==> src/rtl/sbr_pkg.sv <==
package sbr_pkg;

   localparam int CFG_W = 5;

   typedef enum logic [1:0] {
      ST_IDLE = 2'd0,
      ST_LAT  = 2'd1,
      ST_DATA = 2'd2
   } sbr_state_e;

   // bit 0: falling edge valid, bit 1: word every second slot, bits 4:2: latency code
   typedef struct packed {
      logic [2:0] lat_code;
      logic       half_rate;
      logic       fall_edge;
   } sbr_cfg_t;

   function automatic logic [3:0] lat_edges(input logic [2:0] code);
      return {1'b0, code} + 4'd2;
   endfunction

endpackage

==> src/rtl/sbr_edge_det.sv <==
module sbr_edge_det #(
   parameter int RUN_TO = 64
) (
   input  logic clk,
   input  logic rst_n,
   input  logic kclk,
   input  logic fall_sel,
   output logic vedge,
   output logic running
);
   localparam int RW = $clog2(RUN_TO + 1);

   logic          k_q, k_prev_q;
   logic [RW-1:0] idle_cnt_q;
   logic          rise, fall, any_edge;

   assign rise     = k_q & ~k_prev_q;
   assign fall     = ~k_q & k_prev_q;
   assign any_edge = rise | fall;
   assign vedge    = fall_sel ? fall : rise;
   assign running  = any_edge || (idle_cnt_q < RW'(RUN_TO));

   always_ff @(posedge clk or negedge rst_n) begin
      if (!rst_n) begin
         k_q        <= 1'b0;
         k_prev_q   <= 1'b0;
         idle_cnt_q <= RW'(RUN_TO);
      end else begin
         k_q      <= kclk;
         k_prev_q <= k_q;
         if (any_edge)
            idle_cnt_q <= '0;
         else if (idle_cnt_q != RW'(RUN_TO))
            idle_cnt_q <= idle_cnt_q + RW'(1);
      end
   end


   edge_excl_chk: assert property (@(posedge clk) disable iff (!rst_n)
      vedge |-> (k_q != k_prev_q));

endmodule

==> src/rtl/sbr_id_mux.sv <==
module sbr_id_mux
   import sbr_pkg::*;
#(
   parameter int          AW       = 19,
   parameter int          DW       = 32,
   parameter logic [31:0] MFR_CODE = 32'h0000_0020,
   parameter logic [31:0] DEV_CODE = 32'h0000_5A17
) (
   input  logic [AW-1:0]    addr,
   input  logic [CFG_W-1:0] cfg,
   output logic [DW-1:0]    id_word
);
   always_comb begin
      unique case (addr)
         AW'(0):  id_word = DW'(MFR_CODE);
         AW'(1):  id_word = DW'(DEV_CODE);
         AW'(5):  id_word = DW'(cfg);
         default: id_word = '0;
      endcase
   end

endmodule

==> src/rtl/sbr_burst_fsm.sv <==
module sbr_burst_fsm
   import sbr_pkg::*;
#(
   parameter int AW    = 19,
   parameter int DW    = 32,
   parameter int GRP_W = 2
) (
   input  logic             clk,
   input  logic             rst_n,
   input  logic             vedge,
   input  logic             running,
   input  logic             ce_n,
   input  logic             le_n,
   input  logic             adv_n,
   input  logic             sig_sel,
   input  logic [AW-1:0]    addr,
   input  sbr_cfg_t         cfg,
   input  logic [DW-1:0]    id_word,
   output logic [AW-1:0]    mem_addr,
   output logic             mem_rd,
   input  logic [DW-1:0]    mem_rdata,
   output logic [DW-1:0]    dout,
   output logic             oe,
   output logic             rdy
);
   sbr_state_e    st_q;
   logic [AW-1:0] cnt_q, cnt_nxt;
   logic [3:0]    lat_q, lat_need;
   logic          phase_q, le_prev_q;
   logic [DW-1:0] dout_q;
   logic          oe_q, rdy_q;
   logic          load_edge, load_le, slot;
   logic          last_cur, last_nxt;

   assign cnt_nxt  = cnt_q + AW'(1);
   assign lat_need = lat_edges(cfg.lat_code);

   generate
      if (GRP_W == 0) begin : g_no_group
         assign last_cur = 1'b0;
         assign last_nxt = 1'b0;
      end else begin : g_group
         assign last_cur = &cnt_q[GRP_W-1:0];
         assign last_nxt = &cnt_nxt[GRP_W-1:0];
      end
   endgenerate

   assign load_edge = (st_q == ST_IDLE) && !ce_n && !le_n && !sig_sel && vedge;
   assign load_le   = (st_q == ST_IDLE) && !ce_n && le_n && !le_prev_q &&
                      !sig_sel && running;
   assign slot      = (st_q == ST_DATA) && vedge && (!cfg.half_rate || phase_q);

   assign mem_addr = (st_q == ST_DATA) ? cnt_nxt : cnt_q;
   assign mem_rd   = (st_q != ST_IDLE);
   assign dout     = dout_q;
   assign oe       = oe_q;
   assign rdy      = rdy_q;

   always_ff @(posedge clk or negedge rst_n) begin
      if (!rst_n) begin
         st_q      <= ST_IDLE;
         cnt_q     <= '0;
         lat_q     <= '0;
         phase_q   <= 1'b0;
         le_prev_q <= 1'b1;
         dout_q    <= '0;
         oe_q      <= 1'b0;
         rdy_q     <= 1'b1;
      end else begin
         le_prev_q <= le_n;
         if (ce_n) begin
            st_q  <= ST_IDLE;
            oe_q  <= 1'b0;
            rdy_q <= 1'b1;
         end else begin
            unique case (st_q)
               ST_IDLE: begin
                  if (sig_sel) begin
                     dout_q <= id_word;
                     oe_q   <= 1'b1;
                  end else begin
                     oe_q   <= 1'b0;
                  end
                  if (load_edge || load_le) begin
                     cnt_q <= addr;
                     lat_q <= '0;
                     st_q  <= ST_LAT;
                  end
               end
               ST_LAT: begin
                  if (vedge) begin
                     if (lat_q == lat_need - 4'd1) begin
                        st_q    <= ST_DATA;
                        dout_q  <= mem_rdata;
                        oe_q    <= 1'b1;
                        phase_q <= 1'b0;
                        rdy_q   <= !last_cur;
                     end else begin
                        lat_q <= lat_q + 4'd1;
                     end
                  end
               end
               ST_DATA: begin
                  if (vedge) begin
                     if (cfg.half_rate && !phase_q) begin
                        phase_q <= 1'b1;
                     end else begin
                        phase_q <= 1'b0;
                        if (!rdy_q) begin
                           rdy_q <= 1'b1;
                        end else if (!adv_n) begin
                           cnt_q  <= cnt_nxt;
                           dout_q <= mem_rdata;
                           rdy_q  <= !last_nxt;
                        end
                     end
                  end
               end
               default: st_q <= ST_IDLE;
            endcase
         end
      end
   end


   ce_abort_chk: assert property (@(posedge clk) disable iff (!rst_n)
      ce_n |=> !oe_q);


   wait_hold_chk: assert property (@(posedge clk) disable iff (!rst_n)
      (slot && !rdy_q) |=> $stable(cnt_q));


   step_one_chk: assert property (@(posedge clk) disable iff (!rst_n)
      (slot && rdy_q && !adv_n && !ce_n) |=> (cnt_q == $past(cnt_q) + AW'(1)));


   adv_hold_chk: assert property (@(posedge clk) disable iff (!rst_n)
      ((st_q == ST_DATA) && !ce_n && adv_n) |=> $stable(dout_q));


   lat_bound_chk: assert property (@(posedge clk) disable iff (!rst_n)
      (st_q == ST_LAT) |-> (lat_q < lat_need));

endmodule

==> src/rtl/sbr_flash_ctrl.sv <==
module sbr_flash_ctrl
   import sbr_pkg::*;
#(
   parameter int          AW       = 19,
   parameter int          DW       = 32,
   parameter int          GRP_W    = 2,
   parameter int          RUN_TO   = 64,
   parameter logic [31:0] MFR_CODE = 32'h0000_0020,
   parameter logic [31:0] DEV_CODE = 32'h0000_5A17
) (
   input  logic             clk,
   input  logic             rst_n,
   input  logic             kclk,
   input  logic             ce_n,
   input  logic             le_n,
   input  logic             adv_n,
   input  logic             sig_sel,
   input  logic [AW-1:0]    addr,
   input  logic [CFG_W-1:0] cfg,
   output logic [AW-1:0]    mem_addr,
   output logic             mem_rd,
   input  logic [DW-1:0]    mem_rdata,
   output logic [DW-1:0]    dout,
   output logic             oe,
   output logic             rdy
);
   generate
      if (AW < GRP_W + 1 || AW < 3) begin : g_bad_aw
         $error("sbr_flash_ctrl: AW too small for group size");
      end
      if (DW < CFG_W) begin : g_bad_dw
         $error("sbr_flash_ctrl: DW cannot hold the configuration value");
      end
      if (RUN_TO < 8) begin : g_bad_run
         $error("sbr_flash_ctrl: RUN_TO must be at least 8");
      end
   endgenerate

   sbr_cfg_t      cfg_s;
   logic          vedge, running;
   logic [DW-1:0] id_word;

   assign cfg_s = sbr_cfg_t'(cfg);

   sbr_edge_det #(.RUN_TO(RUN_TO)) u_edge (
      .clk      (clk),
      .rst_n    (rst_n),
      .kclk     (kclk),
      .fall_sel (cfg_s.fall_edge),
      .vedge    (vedge),
      .running  (running)
   );

   sbr_id_mux #(
      .AW(AW), .DW(DW), .MFR_CODE(MFR_CODE), .DEV_CODE(DEV_CODE)
   ) u_id (
      .addr    (addr),
      .cfg     (cfg),
      .id_word (id_word)
   );

   sbr_burst_fsm #(.AW(AW), .DW(DW), .GRP_W(GRP_W)) u_fsm (
      .clk       (clk),
      .rst_n     (rst_n),
      .vedge     (vedge),
      .running   (running),
      .ce_n      (ce_n),
      .le_n      (le_n),
      .adv_n     (adv_n),
      .sig_sel   (sig_sel),
      .addr      (addr),
      .cfg       (cfg_s),
      .id_word   (id_word),
      .mem_addr  (mem_addr),
      .mem_rd    (mem_rd),
      .mem_rdata (mem_rdata),
      .dout      (dout),
      .oe        (oe),
      .rdy       (rdy)
   );

endmodule

==> config.mk <==
export PLATFORM = sky130hd
export DESIGN_NAME = sbr_flash_ctrl
export DESIGN_NICKNAME = d
export VERILOG_FILES = /design/src/rtl/sbr_pkg.sv /design/src/rtl/sbr_edge_det.sv /design/src/rtl/sbr_id_mux.sv /design/src/rtl/sbr_burst_fsm.sv /design/src/rtl/sbr_flash_ctrl.sv
export SDC_FILE = /design/constraint.sdc
export NUM_CORES = 1
export LEC_CHECK = 0
export ABC_AREA = 0
export BUFFER_PORTS_ARGS = -buffer_cell sky130_fd_sc_hd__buf_4
export CAP_MARGIN = 30
export CORE_AREA = 2 2 134 136
export DETAILED_ROUTE_END_ITERATION = 16
export DIE_AREA = 0 0 136 138
export GPL_ROUTABILITY_DRIVEN = 0
export RECOVER_POWER = 100
export SLEW_MARGIN = 10
export SYNTH_ARGS = -nofsm -noshare
export SYNTH_HDL_FRONTEND = slang
export SYNTH_SLANG_ARGS = --single-unit
==> constraint.sdc <==
create_clock -name clk -period 8.25 [get_ports clk]
set_clock_uncertainty 0.15 [all_clocks]
set_input_delay 2.0625 -clock clk [delete_from_list [all_inputs] [get_ports clk]]
set_output_delay 2.0625 -clock clk [all_outputs]
set_load 0.01 [all_outputs]
# Word-level counts from Yosys, hierarchy flattened
# Cells that the tools add are included.
# op_classes
bitwise_logic	6
n_eq_ne	21
order_cmp	1
mux	46
add_sub_neg	5
reduce_logical	37
# op_table
cell	n
$mux 32	7
$mux 19	6
$pmux 32 s3	1
$pmux 15 s3	1
$pmux 19 s2	1
$add 19x1->19 const B	1
$eq 19x1->1 const B	1
$eq 19x3->1 const B	1
$logic_not 19->1	1
$mux 1	16
$reduce_and 5->1	3
$mux 7	2
$mux 4	3
$ne 2x2->1 const B	6
$reduce_bool 2->1	5
$logic_and 1x1->1	9
$ne 3x2->1 const B	3
$reduce_and 9->1	1
$reduce_bool 3->1	3
$mux 2	4
$ne 2x1->1 const B	4
$pmux 4 s2	1
$add 7x1->7 const B	1
$logic_not 1->1	7
20 further kinds	28
# totals
output_inout_bits	54
reg_bits	70
word_cells	127
in_bits	63

# Longest topological paths before layout
# Gate-level depths: netlist (run 1).
# logic_depth
depth_word	10
depth_mapped	9
ltp_nobuf	7

# Hierarchy
# A second synthesis (run 1) with hierarchy kept.
# unflattened
cells_unflattened	476
area_unflattened_um2	4664.5
# by_module_without_submodules
mod	instances	cells_each	seq_area_each_um2	area_each_um2
sbr_burst_fsm	1	388	1529.0	3861.2
sbr_edge_det	1	42	226.5	457.9
sbr_id_mux	1	46	0.0	345.3

# Worst setup path after synthesis (run 1)
# No wires, ideal clock.
# synth_path
path_kind	flip-flop to output port
start	register u_fsm.cnt_q[0]
end	output port mem_addr[18]
stages_incl_launch_ff	7
path_slack_ps	4076
t_arrival_ps	1961
path_cell_list	dfrtp_1 ha_1 nand3_1 or4_1 nor3_1 nand2_1 xnor2_1
# synth_via
elab_chain_len	2
# synth_rtl
item	line	text
start, declared	sbr_burst_fsm.sv:27	logic [AW-1:0] cnt_q, cnt_nxt;
start signal, assigned	sbr_burst_fsm.sv:85	cnt_q <= addr;
start signal, assigned	sbr_burst_fsm.sv:112	cnt_q <= cnt_nxt;
$add 19x1->19	sbr_burst_fsm.sv:35	assign cnt_nxt = cnt_q + AW'(1);
$mux 19	sbr_burst_fsm.sv:53	assign mem_addr = (st_q == ST_DATA) ? cnt_nxt : cnt_q;
end, declared	sbr_flash_ctrl.sv:20	output logic [AW-1:0] mem_addr,
# No other way between the ends.

# Worst setup path in the final report (run 1)
# layout_path
start	register u_fsm.st_q[0]
end	output port mem_addr[2]
# layout_via
elab_chain_len	2
# layout_rtl
item	line	text
start, declared	sbr_burst_fsm.sv:26	sbr_state_e st_q;
start signal, assigned	sbr_burst_fsm.sv:61	st_q <= ST_IDLE;
start signal, assigned	sbr_burst_fsm.sv:72	st_q <= ST_IDLE;
start signal, assigned	sbr_burst_fsm.sv:87	st_q <= ST_LAT;
$eq 2x2->1	--	
$mux 19	sbr_burst_fsm.sv:53	
# No other way between the ends.

==> impl_metrics.csv, run 1 <==
group,metric,value,unit
logic_synthesis,async_reset_ff_share,100,%
clocking,post_cts_buffers,0,
detailed_routing,drtIter0Drc,243,
floorplanning,core,17500,um2
pwr,pwr-share-seq,37.8,%
grt,grt_pass1_vias,3675,
floorplanning,die_x,136,um
detailed_routing,highest_layer,"met4",
pwr,ir_drop,0.0930,mV
logic_synthesis,yosysUniqueCellTypes,65,
setup_path,worstPathArrival,3.42,ns
logic_synthesis,synth-compound-area-share,17.6,%
run,max-cap-violations,3,
sta,fin_tns_setup,0,ns
detailed_routing,drt-met1-wl,5980,um
clocking,clk_latency,0.34,ns
logic_synthesis,synth.top_cells.by_count,"dfrtp_1, nand2_1, o21ai_0, nor2_1",
setup_path,critPathCaptureType,"output port",
clocking,cts.sinks,70,
floorplanning,die_y,138,um
setup_path,crit_top_cell,"clkbuf_1",
pwr,p_comb_share,34.3,%
cells_and_area,diodes,0,
logic_synthesis,avgSynthCellArea,8.90,um2
grt,grt_max_degree,71,
setup_path,crit_type,"reg -> out",
grt,grt-ovfl-total,0,
outcome,violations,"max-capacitance violations, max-slew violations",
detailed_routing,drc,0,
sta,slew_headroom,-55.5,%
hold_path,holdCritPathClass,"reg -> reg",
cells_and_area,finalNonFillerCells,812,
floorplanning,rows,49,
logic_synthesis,synthAdderAreaFrac,3.52,%
logic_synthesis,synth-simple-area-share,23.3,%
setup_path,timing.critical_path.fanout_max,57,
clocking,cts_made_buffers,9,
clocking,cts_root_buf,"clkbuf_16",
detailed_routing,drtAntennaViolNets,0,
pwr,p_sw_share,38.0,%
cells_and_area,multi_input_area,2250,um2
cells_and_area,fillerInstances,1925,
sta,maxSlewViolCount,131,
placed_design,dp.cells,794,
floorplanning,ios,117,
pwr,p_switching,0.548,mW
detailed_routing,vias_per_cell,4.81,
logic_synthesis,synth_warnings,0,
detailed_routing,wl_met3,547,um
placed_design,dp_hpwl,8940,um
pwr,p_per_area,269,nW/um2
logic_synthesis,synth_edf_count,0,
cells_and_area,areaGrowthSynthToFinish,25.8,%
sta,rsz0062_at_grt,"no",
logic_synthesis,syn_nets,554,
outcome,outcome,"finished, violations left",
sta,min_period,5.63,ns
logic_synthesis,synth.cell_area,4270,um2
pwr,clkPwrFrac,27.9,%
cells_and_area,drive_gt1_share,16.6,%
sta,tightest_slew,2.33,ns
clocking,clock_path_buffers,2,
clocking,cts_resized,0,
floorplanning,start_util,24.3,%
clocking,holdBufCountCts,0,
pwr,leakage,2.17,nW
logic_synthesis,synth-seq-area-share,41.2,%
logic_synthesis,ys.flop_type,"dfrtp_1",
grt,grt_pass1_wl,20100,um
floorplanning,die_area,18800,um2
detailed_routing,drt-total-wl,12800,um
logic_synthesis,synth_top_area_share,39.3,%
grt,antenna_found_initial,0,
logic_synthesis,ys_top_cells_by_area,"dfrtp_1, nand2_1, o21ai_0",
setup_path,cp_slowest_cell,"clkbuf_1",
clocking,cts.clk_slew.worst_paths,0.06,ns
setup_path,cp-start-kind,"flop",
detailed_routing,route.met2.wl,6070,um
setup_path,slowest_delay,1.63,ns
logic_synthesis,synth.most_common_cell,"dfrtp_1",
setup_path,crit_chain,"inv_1, ha_1, clkbuf_1, nand2_1, xnor2_1, clkbuf_1",
clocking,htreeDepth,3,
grt,track_usage,13.8,%
logic_synthesis,syn_inst,479,
detailed_routing,vias,3907,
pwr,internal_power,0.896,mW
sta,setup_violations,0,
sta,period_share,68.2,%
logic_synthesis,synth_top_cell_by_area,"dfrtp_1",
logic_synthesis,synth-seq-cells,70,
clocking,cts_tree,"yes",
logic_synthesis,synth_top_family_by_area,"simple AND/OR/NAND/NOR gates",
setup_path,critical_path_required,6.04,ns
logic_synthesis,synth_xor_area_share,5.49,%
sta,finalHoldViolCount,0,
logic_synthesis,synth_mux_area_share,3.70,%
cells_and_area,nNetsFinal,653,
sta,fmax,0.178,GHz
detailed_routing,drt_pass1_iterations,5,
placed_design,port_buffers,116,
cells_and_area,regArea,1760,um2
detailed_routing,post_drt_wl_per_cell,15.7,um
[area by class of cell]
type                       instances  share of cell area [%]
multi-input combinational        364                    41.9
clock inverter                     3                   0.840
inverter                          13                   0.910
tap                              229                    5.34
timing repair buffer             120                    13.4
sequential                        70                    32.7
clock buffer                      13                    4.85
[power groups by stage]
stage / logic [mW] / clock network [mW] / registers, mW
4_1_cts: 0.568 / 0.416 / 0.544
6_report: 0.495 / 0.403 / 0.546
3_5_place_dp: 0.567 / 0 / 0.549
3_3_place_gp: 0.562 / 0 / 0.548
5_1_grt: 0.555 / 0.432 / 0.561
2_1_floorplan: 0.368 / 0 / 0.512
[flip-flops by register name, summed over array words and instances, names as in the netlist]
name	cells
u_fsm.cnt_q	19
u_fsm.rdy	1
u_fsm.oe	1
u_edge.idle_cnt_q	7
u_fsm.phase_q	1
u_fsm.st_q	2
u_edge.k_prev_q	1
u_fsm.lat_q	4
u_fsm.dout	32
u_edge.k_q	1
u_fsm.le_prev_q	1
[layer usage]
layer / GRT usage (%) / vias up
met3: 2.35 / 12
met5: 0 / -
met1: 18.7 / 1878
met2: 22.0 / 96
met4: 5.43 / 0
li1: - / 1921
[worst max-delay path, delay by kind of cell (launching register included)]
family        cells  cell delay, ns
flops             1            0.40
buf+inv           3            1.91
xor+xnor          1            0.36
simple gates      1            0.25
fa+ha+maj         1            0.16
[through the flow]
step	util [%]	setup slack, ns	cell area (um2)	hold slack (ns)	power, mW
after floorplan	-	4.08	4270	0.228	0.880
after global placement	30.0	3.45	5270	0.249	1.11
after detailed placement	30.0	3.47	5270	0.258	1.12
after CTS	31.8	3.33	5570	0.271	1.53
after global routing	30.6	2.26	5360	0.273	1.55
final	30.6	2.62	5360	0.273	1.44
[placed cells by master, fill, tap and decap left out, types with 6 or more instances in the layout]
master and count:
and3_1 7, nor2_1 29, mux2_2 7, nor4_1 10, o21ai_0 59, clkbuf_1 56, clkbuf_16 9, a211oi_1 11
nand3_1 23, inv_1 13, or3_1 6, a21oi_1 8, o22ai_1 11, nand4_1 7, dfrtp_1 67, xnor2_1 19
ha_1 12, buf_4 64, nor3_1 24, nand2_1 61, nor2b_1 8
[kinds of logic after synthesis]
logic type | after synthesis
flops | 70
compound gates | 118
xor+xnor | 25
simple gates | 195
buf+inv | 45
fa+ha+maj | 12
mux | 14
[worst paths after layout]
path | endpoint | slack, ns | start | cells past startpoint
worst max register to register | u_fsm.cnt_q[5] | 3.57 | u_fsm.st_q[0] | 7
worst min-delay path | u_edge.k_prev_q | 0.27 | u_edge.k_q | 0
worst max-delay path | mem_addr[2] | 2.62 | u_fsm.st_q[0] | 6
max in group asynchronous | u_fsm.dout[4] | 3.01 | rst_n | 2
worst min register to register | u_edge.k_prev_q | 0.27 | u_edge.k_q | 0
min in group asynchronous | u_fsm.cnt_q[17] | 2.03 | rst_n | 1
No activity file was read; power rests on OpenSTA's default activity.
==> run 2: changes to the inputs <==
==> constraint.sdc (replaced) <==
create_clock -name clk -period 5.4 [get_ports clk]
set_clock_uncertainty 0.15 [all_clocks]
set_input_delay 1.35 -clock clk [delete_from_list [all_inputs] [get_ports clk]]
set_output_delay 1.35 -clock clk [all_outputs]
set_load 0.01 [all_outputs]
==> impl_metrics.csv, run 2 (same netlist as run 1, synthesis figures left out) <==
group,metric,value,unit
clocking,cts_made_buffers,9,
clocking,post_cts_buffers,0,
cells_and_area,areaGrowthSynthToFinish,26.1,%
sta,finalHoldViolCount,0,
setup_path,crit_top_cell,"nand4_1",
hold_path,hold_start,"u_edge.k_q",
placed_design,dp_hpwl,8960,um
hold_path,holdCritPathClass,"reg -> reg",
detailed_routing,drt_pass1_iterations,5,
clocking,htreeDepth,3,
setup_path,critical_path_required,3.90,ns
clocking,holdBufCountCts,0,
floorplanning,die_y,138,um
sta,slew_headroom,29.2,%
cells_and_area,fillerInstances,1954,
cells_and_area,layout_commonest_cell,"dfrtp_1",
sta,timing.hold.ws,0.269,ns
grt,grt_pass1_vias,3735,
hold_path,holdPathEnd,"u_edge.k_prev_q",
pwr,p_switching,0.838,mW
clocking,cts_root_buf,"clkbuf_16",
sta,setup_violations,0,
pwr,pwr-share-seq,37.2,%
pwr,p_sw_share,37.4,%
pwr,p_comb_share,33.4,%
setup_path,crit_chain,"nand4_1, nor3_1, nand4_1, nor2_1, xor2_1, buf_4",
sta,rsz0062_at_grt,"no",
run,max-cap-violations,0,
sta,period_share,77.9,%
grt,track_usage,13.4,%
setup_path,cp_slowest_cell,"nor3_1",
floorplanning,core,17500,um2
setup_path,reg2reg_from,"u_fsm.st_q[0]",
floorplanning,rows,49,
sta,tightest_slew,1.06,ns
floorplanning,start_util,24.3,%
cells_and_area,final_cell_mix,"dfrtp_1, buf_4, nand2_1, o21ai_0, clkbuf_1",
pwr,ir_drop,0.162,mV
clocking,cts.clk_slew.worst_paths,0.06,ns
grt,grt_max_degree,71,
clocking,cts_resized,0,
sta,fin_tns_setup,0,ns
cells_and_area,nNetsFinal,653,
detailed_routing,vias_per_cell,4.79,
grt,antenna_found_initial,1,
hold_path,holdPathStages,0,
clocking,clk_latency,0.34,ns
pwr,internal_power,1.40,mW
pwr,leakage,2.18,nW
grt,grt_pass1_wl,19700,um
setup_path,r2r_cells,6,
detailed_routing,drt-total-wl,12500,um
floorplanning,die_x,136,um
setup_path,worstReg2RegEnd,"u_fsm.dout[19]",
setup_path,regToRegSetupSlack,1.72,ns
clocking,cts.sinks,70,
pwr,clkPwrFrac,29.3,%
cells_and_area,largest_reg_flops,32,
setup_path,critPathCaptureType,"output port",
detailed_routing,vias,3893,
clocking,clock_path_buffers,2,
setup_path,slowest_delay,0.83,ns
floorplanning,die_area,18800,um2
placed_design,port_buffers,116,
sta,maxSlewViolCount,0,
outcome,outcome,"finished clean",
sta,fmax,0.238,GHz
pwr,p_per_area,416,nW/um2
floorplanning,ios,117,
setup_path,worstPathArrival,2.70,ns
detailed_routing,drtAntennaViolNets,0,
grt,grt-ovfl-total,0,
detailed_routing,drtIter0Drc,215,
clocking,cts_tree,"yes",
setup_path,cp-start-kind,"flop",
setup_path,crit_type,"reg -> out",
detailed_routing,post_drt_wl_per_cell,15.3,um
cells_and_area,drive_gt1_share,16.6,%
setup_path,timing.critical_path.fanout_max,9,
detailed_routing,drc,0,
sta,min_period,4.20,ns
## run 2: changes by cell type in the layout (fill, tap and decap cells not counted), sizes merged
cell      delta
buf          -1
clkinv       +1
bufinv       +1
clkbuf       -1
clkinvlp     -1
inv          +1
diode        +1
## run 2: final cells by class
type / instances / area, um2 / area share, %
diodes: 1 / 2.50 / 0.0465
well taps: 229 / 287 / 5.33
clock inverters: 5 / 81.3 / 1.51
repair buffers: 120 / 716 / 13.3
clock buffers: 11 / 243 / 4.51
inverters: 13 / 48.8 / 0.907
multi-input cells: 364 / 2250 / 41.8
flip-flops and latches: 70 / 1760 / 32.6
## run 2: routing by layer
| metal | wire length [um] | global-route usage [%] | share of wire (%) | vias up |
|---|---|---|---|---|
| met1 | 5780 | 17.5 | 46 | 1872 |
| met3 | 572 | 3.08 | 4.6 | 14 |
| met5 | 0 | 0 | 0 | - |
| met4 | 217 | 5.59 | 1.7 | 0 |
| met2 | 5900 | 21.2 | 47 | 77 |
| li1 | - | - | - | 1930 |
## run 2: worst max-delay path by stage
stage / from / end / slack, ns / cells after the start
floorplan: u_fsm.cnt_q[0] / mem_addr[18] / 1.94 / 6
global placement: u_fsm.cnt_q[0] / mem_addr[18] / 1.65 / 7
detailed placement: u_fsm.cnt_q[0] / mem_addr[18] / 1.61 / 7
CTS: u_fsm.cnt_q[0] / mem_addr[18] / 1.22 / 7
global route: u_fsm.cnt_q[2] / mem_addr[15] / 0.93 / 6
finish: u_fsm.cnt_q[2] / mem_addr[17] / 1.20 / 6
## run 2: power groups by stage
stage,logic (mW),clock network [mW],registers [mW]
after global placement,0.858,0,0.837
final,0.748,0.657,0.833
after floorplan,0.562,0,0.782
after CTS,0.868,0.674,0.833
after detailed placement,0.866,0,0.839
after global routing,0.837,0.697,0.860
## run 2: critical path, delay by kind of cell, from the launching register on
kind	cells	cell delay (ns)
XOR/XNOR	1	0.16
AND/OR/NAND/NOR	4	1.59
buffers and inverters	1	0.14
flip-flops	1	0.47
## run 2: stage by stage
stage / util (%) / std cells / power (mW) / cell area, um2 / setup slack [ns]
3_3_place_gp: 30.1 / 795 / 1.70 / 5280 / 1.65
5_1_grt: 30.7 / 813 / 2.39 / 5380 / 0.927
4_1_cts: 31.9 / 811 / 2.37 / 5600 / 1.22
2_1_floorplan: - / 479 / 1.34 / 4270 / 1.94
6_report: 30.7 / 813 / 2.24 / 5380 / 1.20
3_5_place_dp: 30.1 / 795 / 1.71 / 5280 / 1.61
==> run 3: changes to the inputs <==
--- a/config.mk
+++ b/config.mk
@@ -5,12 +5,12 @@
 export SDC_FILE = /design/constraint.sdc
 export NUM_CORES = 1
 export LEC_CHECK = 0
-export ABC_AREA = 0
+export ABC_AREA = 1
 export BUFFER_PORTS_ARGS = -buffer_cell sky130_fd_sc_hd__buf_4
 export CAP_MARGIN = 30
-export CORE_AREA = 2 2 134 136
+export CORE_AREA = 2 2 135 137
 export DETAILED_ROUTE_END_ITERATION = 16
-export DIE_AREA = 0 0 136 138
+export DIE_AREA = 0 0 137 139
 export GPL_ROUTABILITY_DRIVEN = 0
 export RECOVER_POWER = 100
 export SLEW_MARGIN = 10
==> constraint.sdc (replaced) <==
create_clock -name clk -period 3.6 [get_ports clk]
set_clock_uncertainty 0.15 [all_clocks]
set_input_delay 0.9 -clock clk [delete_from_list [all_inputs] [get_ports clk]]
set_output_delay 0.9 -clock clk [all_outputs]
set_load 0.01 [all_outputs]
==> impl_metrics.csv, run 3 <==
group,metric,value,unit
logic_synthesis,synth_top_area_share,39.1,%
floorplanning,die_y,139,um
logic_synthesis,synth_warnings,0,
placed_design,dp.cells,924,
pwr,ir_drop,0.311,mV
detailed_routing,vias_per_cell,4.34,
detailed_routing,drtIter0Drc,195,
cells_and_area,finalNonFillerCells,941,
logic_synthesis,synth_mux_area_share,0,%
setup_path,timing.critical_path.fanout_max,5,
sta,period_share,90.5,%
outcome,outcome,"finished, violations left",
cells_and_area,postLayoutCoreUtil,30.6,%
clocking,cts_root_buf,"clkbuf_16",
logic_synthesis,synth_top_family_by_area,"simple AND/OR/NAND/NOR gates",
hold_path,hold_start,"u_edge.k_q",
clocking,cts_made_buffers,9,
cells_and_area,nNetsFinal,782,
cells_and_area,drive_gt1_share,13.3,%
logic_synthesis,syn_nets,669,
cells_and_area,final_cell_mix,"nand2_1, dfrtp_1, buf_4, clkbuf_1, o21ai_0",
outcome,violations,"max-capacitance violations, max-slew violations",
hold_path,holdCritPathClass,"reg -> reg",
floorplanning,start_util,24.3,%
logic_synthesis,yosysUniqueCellTypes,37,
floorplanning,die_area,19000,um2
clocking,cts.clk_slew.worst_paths,0.06,ns
sta,setup_violations,0,
placed_design,dp_hpwl,8800,um
grt,grt-ovfl-total,0,
logic_synthesis,synth.cell_area,4290,um2
placed_design,dpl-instance-area,5360,um2
setup_path,worstPathArrival,2.21,ns
logic_synthesis,ys.flop_type,"dfrtp_1",
clocking,post_cts_buffers,0,
clocking,clk_latency,0.33,ns
logic_synthesis,synth-compound-area-share,13.6,%
cells_and_area,largest_reg_flops,32,
clocking,cts_resized,0,
setup_path,crit_type,"reg -> out",
setup_path,r2r_cells,9,
detailed_routing,drc,0,
logic_synthesis,ys_top_cells_by_area,"dfrtp_1, nand2_1, nand3_1",
detailed_routing,drt-total-wl,12000,um
clocking,holdBufCountCts,0,
grt,grt_pass1_vias,3917,
logic_synthesis,syn_inst,594,
logic_synthesis,synth.top_cells.by_count,"nand2_1, dfrtp_1, inv_1, nor2_1, nand3_1",
cells_and_area,stdcell_area,5400,um2
placed_design,port_buffers,116,
logic_synthesis,synth-seq-cells,70,
floorplanning,rows,49,
floorplanning,die_x,137,um
detailed_routing,post_drt_wl_per_cell,12.7,um
detailed_routing,drtAntennaViolNets,0,
setup_path,critPathCaptureType,"output port",
clocking,cts_tree,"yes",
floorplanning,core,17700,um2
cells_and_area,diodes,0,
setup_path,regToRegSetupSlack,0.63,ns
sta,slew_headroom,-32.1,%
cells_and_area,areaGrowthSynthToFinish,25.9,%
grt,track_usage,13.0,%
sta,min_period,3.26,ns
logic_synthesis,synth_xor_area_share,1.22,%
clocking,htreeDepth,3,
grt,grt_pass1_wl,19600,um
grt,grt_max_degree,71,
setup_path,worstReg2RegEnd,"u_fsm.dout[26]",
detailed_routing,drt_pass1_iterations,5,
pwr,total_power,4.31,mW
clocking,clock_path_buffers,2,
run,max-cap-violations,1,
hold_path,holdPathStages,0,
cells_and_area,layout_commonest_cell,"nand2_1",
sta,fin_tns_setup,0,ns
sta,fmax,0.307,GHz
clocking,cts.sinks,70,
pwr,p_per_area,798,nW/um2
logic_synthesis,synth-simple-area-share,32.6,%
sta,tightest_slew,1.98,ns
sta,rsz0062_at_grt,"no",
hold_path,holdPathEnd,"u_edge.k_prev_q",
logic_synthesis,synth_top_cell_by_area,"dfrtp_1",
cells_and_area,fillerInstances,1982,
logic_synthesis,avgSynthCellArea,7.22,um2
logic_synthesis,synth_edf_count,0,
logic_synthesis,synthAdderAreaFrac,3.50,%
logic_synthesis,async_reset_ff_share,100,%
sta,finalHoldViolCount,0,
setup_path,reg2reg_from,"u_fsm.st_q[0]",
detailed_routing,vias,4083,
setup_path,critical_path_required,2.55,ns
floorplanning,ios,117,
pwr,leakage,2.67,nW
logic_synthesis,synth-seq-area-share,40.9,%
grt,antenna_found_initial,0,
sta,maxSlewViolCount,33,
logic_synthesis,synth.most_common_cell,"nand2_1",
setup_path,cp-start-kind,"flop",
==> run 3: cell types whose count changed after synthesis, moves of 20 or more <==
cell / change
a21oi_1: +23
nand2_1: +140
nor2_1: +24
nand3_1: +27
inv_1: +40
o21ai_2: +22
o21ai_1: -20
==> run 3: final cells by class <==
| type | count | area, um2 | area share, % |
|---|---|---|---|
| inverter | 58 | 221 | 4.10 |
| timing repair buffer | 120 | 707 | 13.1 |
| clock buffer | 13 | 250 | 4.63 |
| sequential | 70 | 1760 | 32.5 |
| tap | 229 | 287 | 5.30 |
| multi-input combinational | 448 | 2110 | 39.1 |
| clock inverter | 3 | 68.8 | 1.27 |
==> run 3: critical path, stage by stage, from the launching register on <==
cell and delay [ns]:
dfrtp_1 0.42, ha_1 0.28, nand3_1 0.10, nor2_1 0.17, nand2_1 0.19, nor2_2 0.23
nand2_1 0.07, nand2_1 0.06, nand3_1 0.07, o21ai_0 0.11, clkbuf_1 0.17
==> run 3: kinds of logic after synthesis <==
kind of cell,count (synthesis)
fa+ha+maj,12
flops,70
simple gates,332
compound gates,98
buf+inv,76
xor+xnor,6
==> run 3: worst max-delay path by stage <==
| stage | startpoint | to | cells past startpoint |
|---|---|---|---|
| finish | u_fsm.cnt_q[1] | mem_addr[18] | 10 |
| global route | u_fsm.cnt_q[1] | mem_addr[18] | 10 |
| CTS | u_fsm.cnt_q[1] | mem_addr[16] | 10 |
| detailed placement | u_fsm.cnt_q[1] | mem_addr[16] | 10 |
| global placement | u_fsm.cnt_q[1] | mem_addr[16] | 10 |
| floorplan | u_fsm.cnt_q[1] | mem_addr[16] | 9 |
==> run 3: metrics by stage <==
step,worst slack [ns],hold WS [ns]
6_report,0.343,0.267
2_1_floorplan,1.17,0.228
4_1_cts,0.370,0.281
5_1_grt,0.154,0.286
3_3_place_gp,0.795,0.241
3_5_place_dp,0.752,0.266
==> run 3: per-layer routing <==
metal	track usage (%)	vias up	share of wire, %
met1	16.9	1803	46
met2	20.0	134	44
li1	-	2138	-
met5	0	-	0
met3	5.59	8	9.5
met4	2.93	0	0.89
==> run 3: where the power goes <==
| group | switching [mW] | internal [mW] | leakage, nW |
|---|---|---|---|
| clock network | 0.339 | 0.628 | 0.154 |
| logic | 1.36 | 0.662 | 1.62 |
| registers | 0.236 | 1.08 | 0.890 |
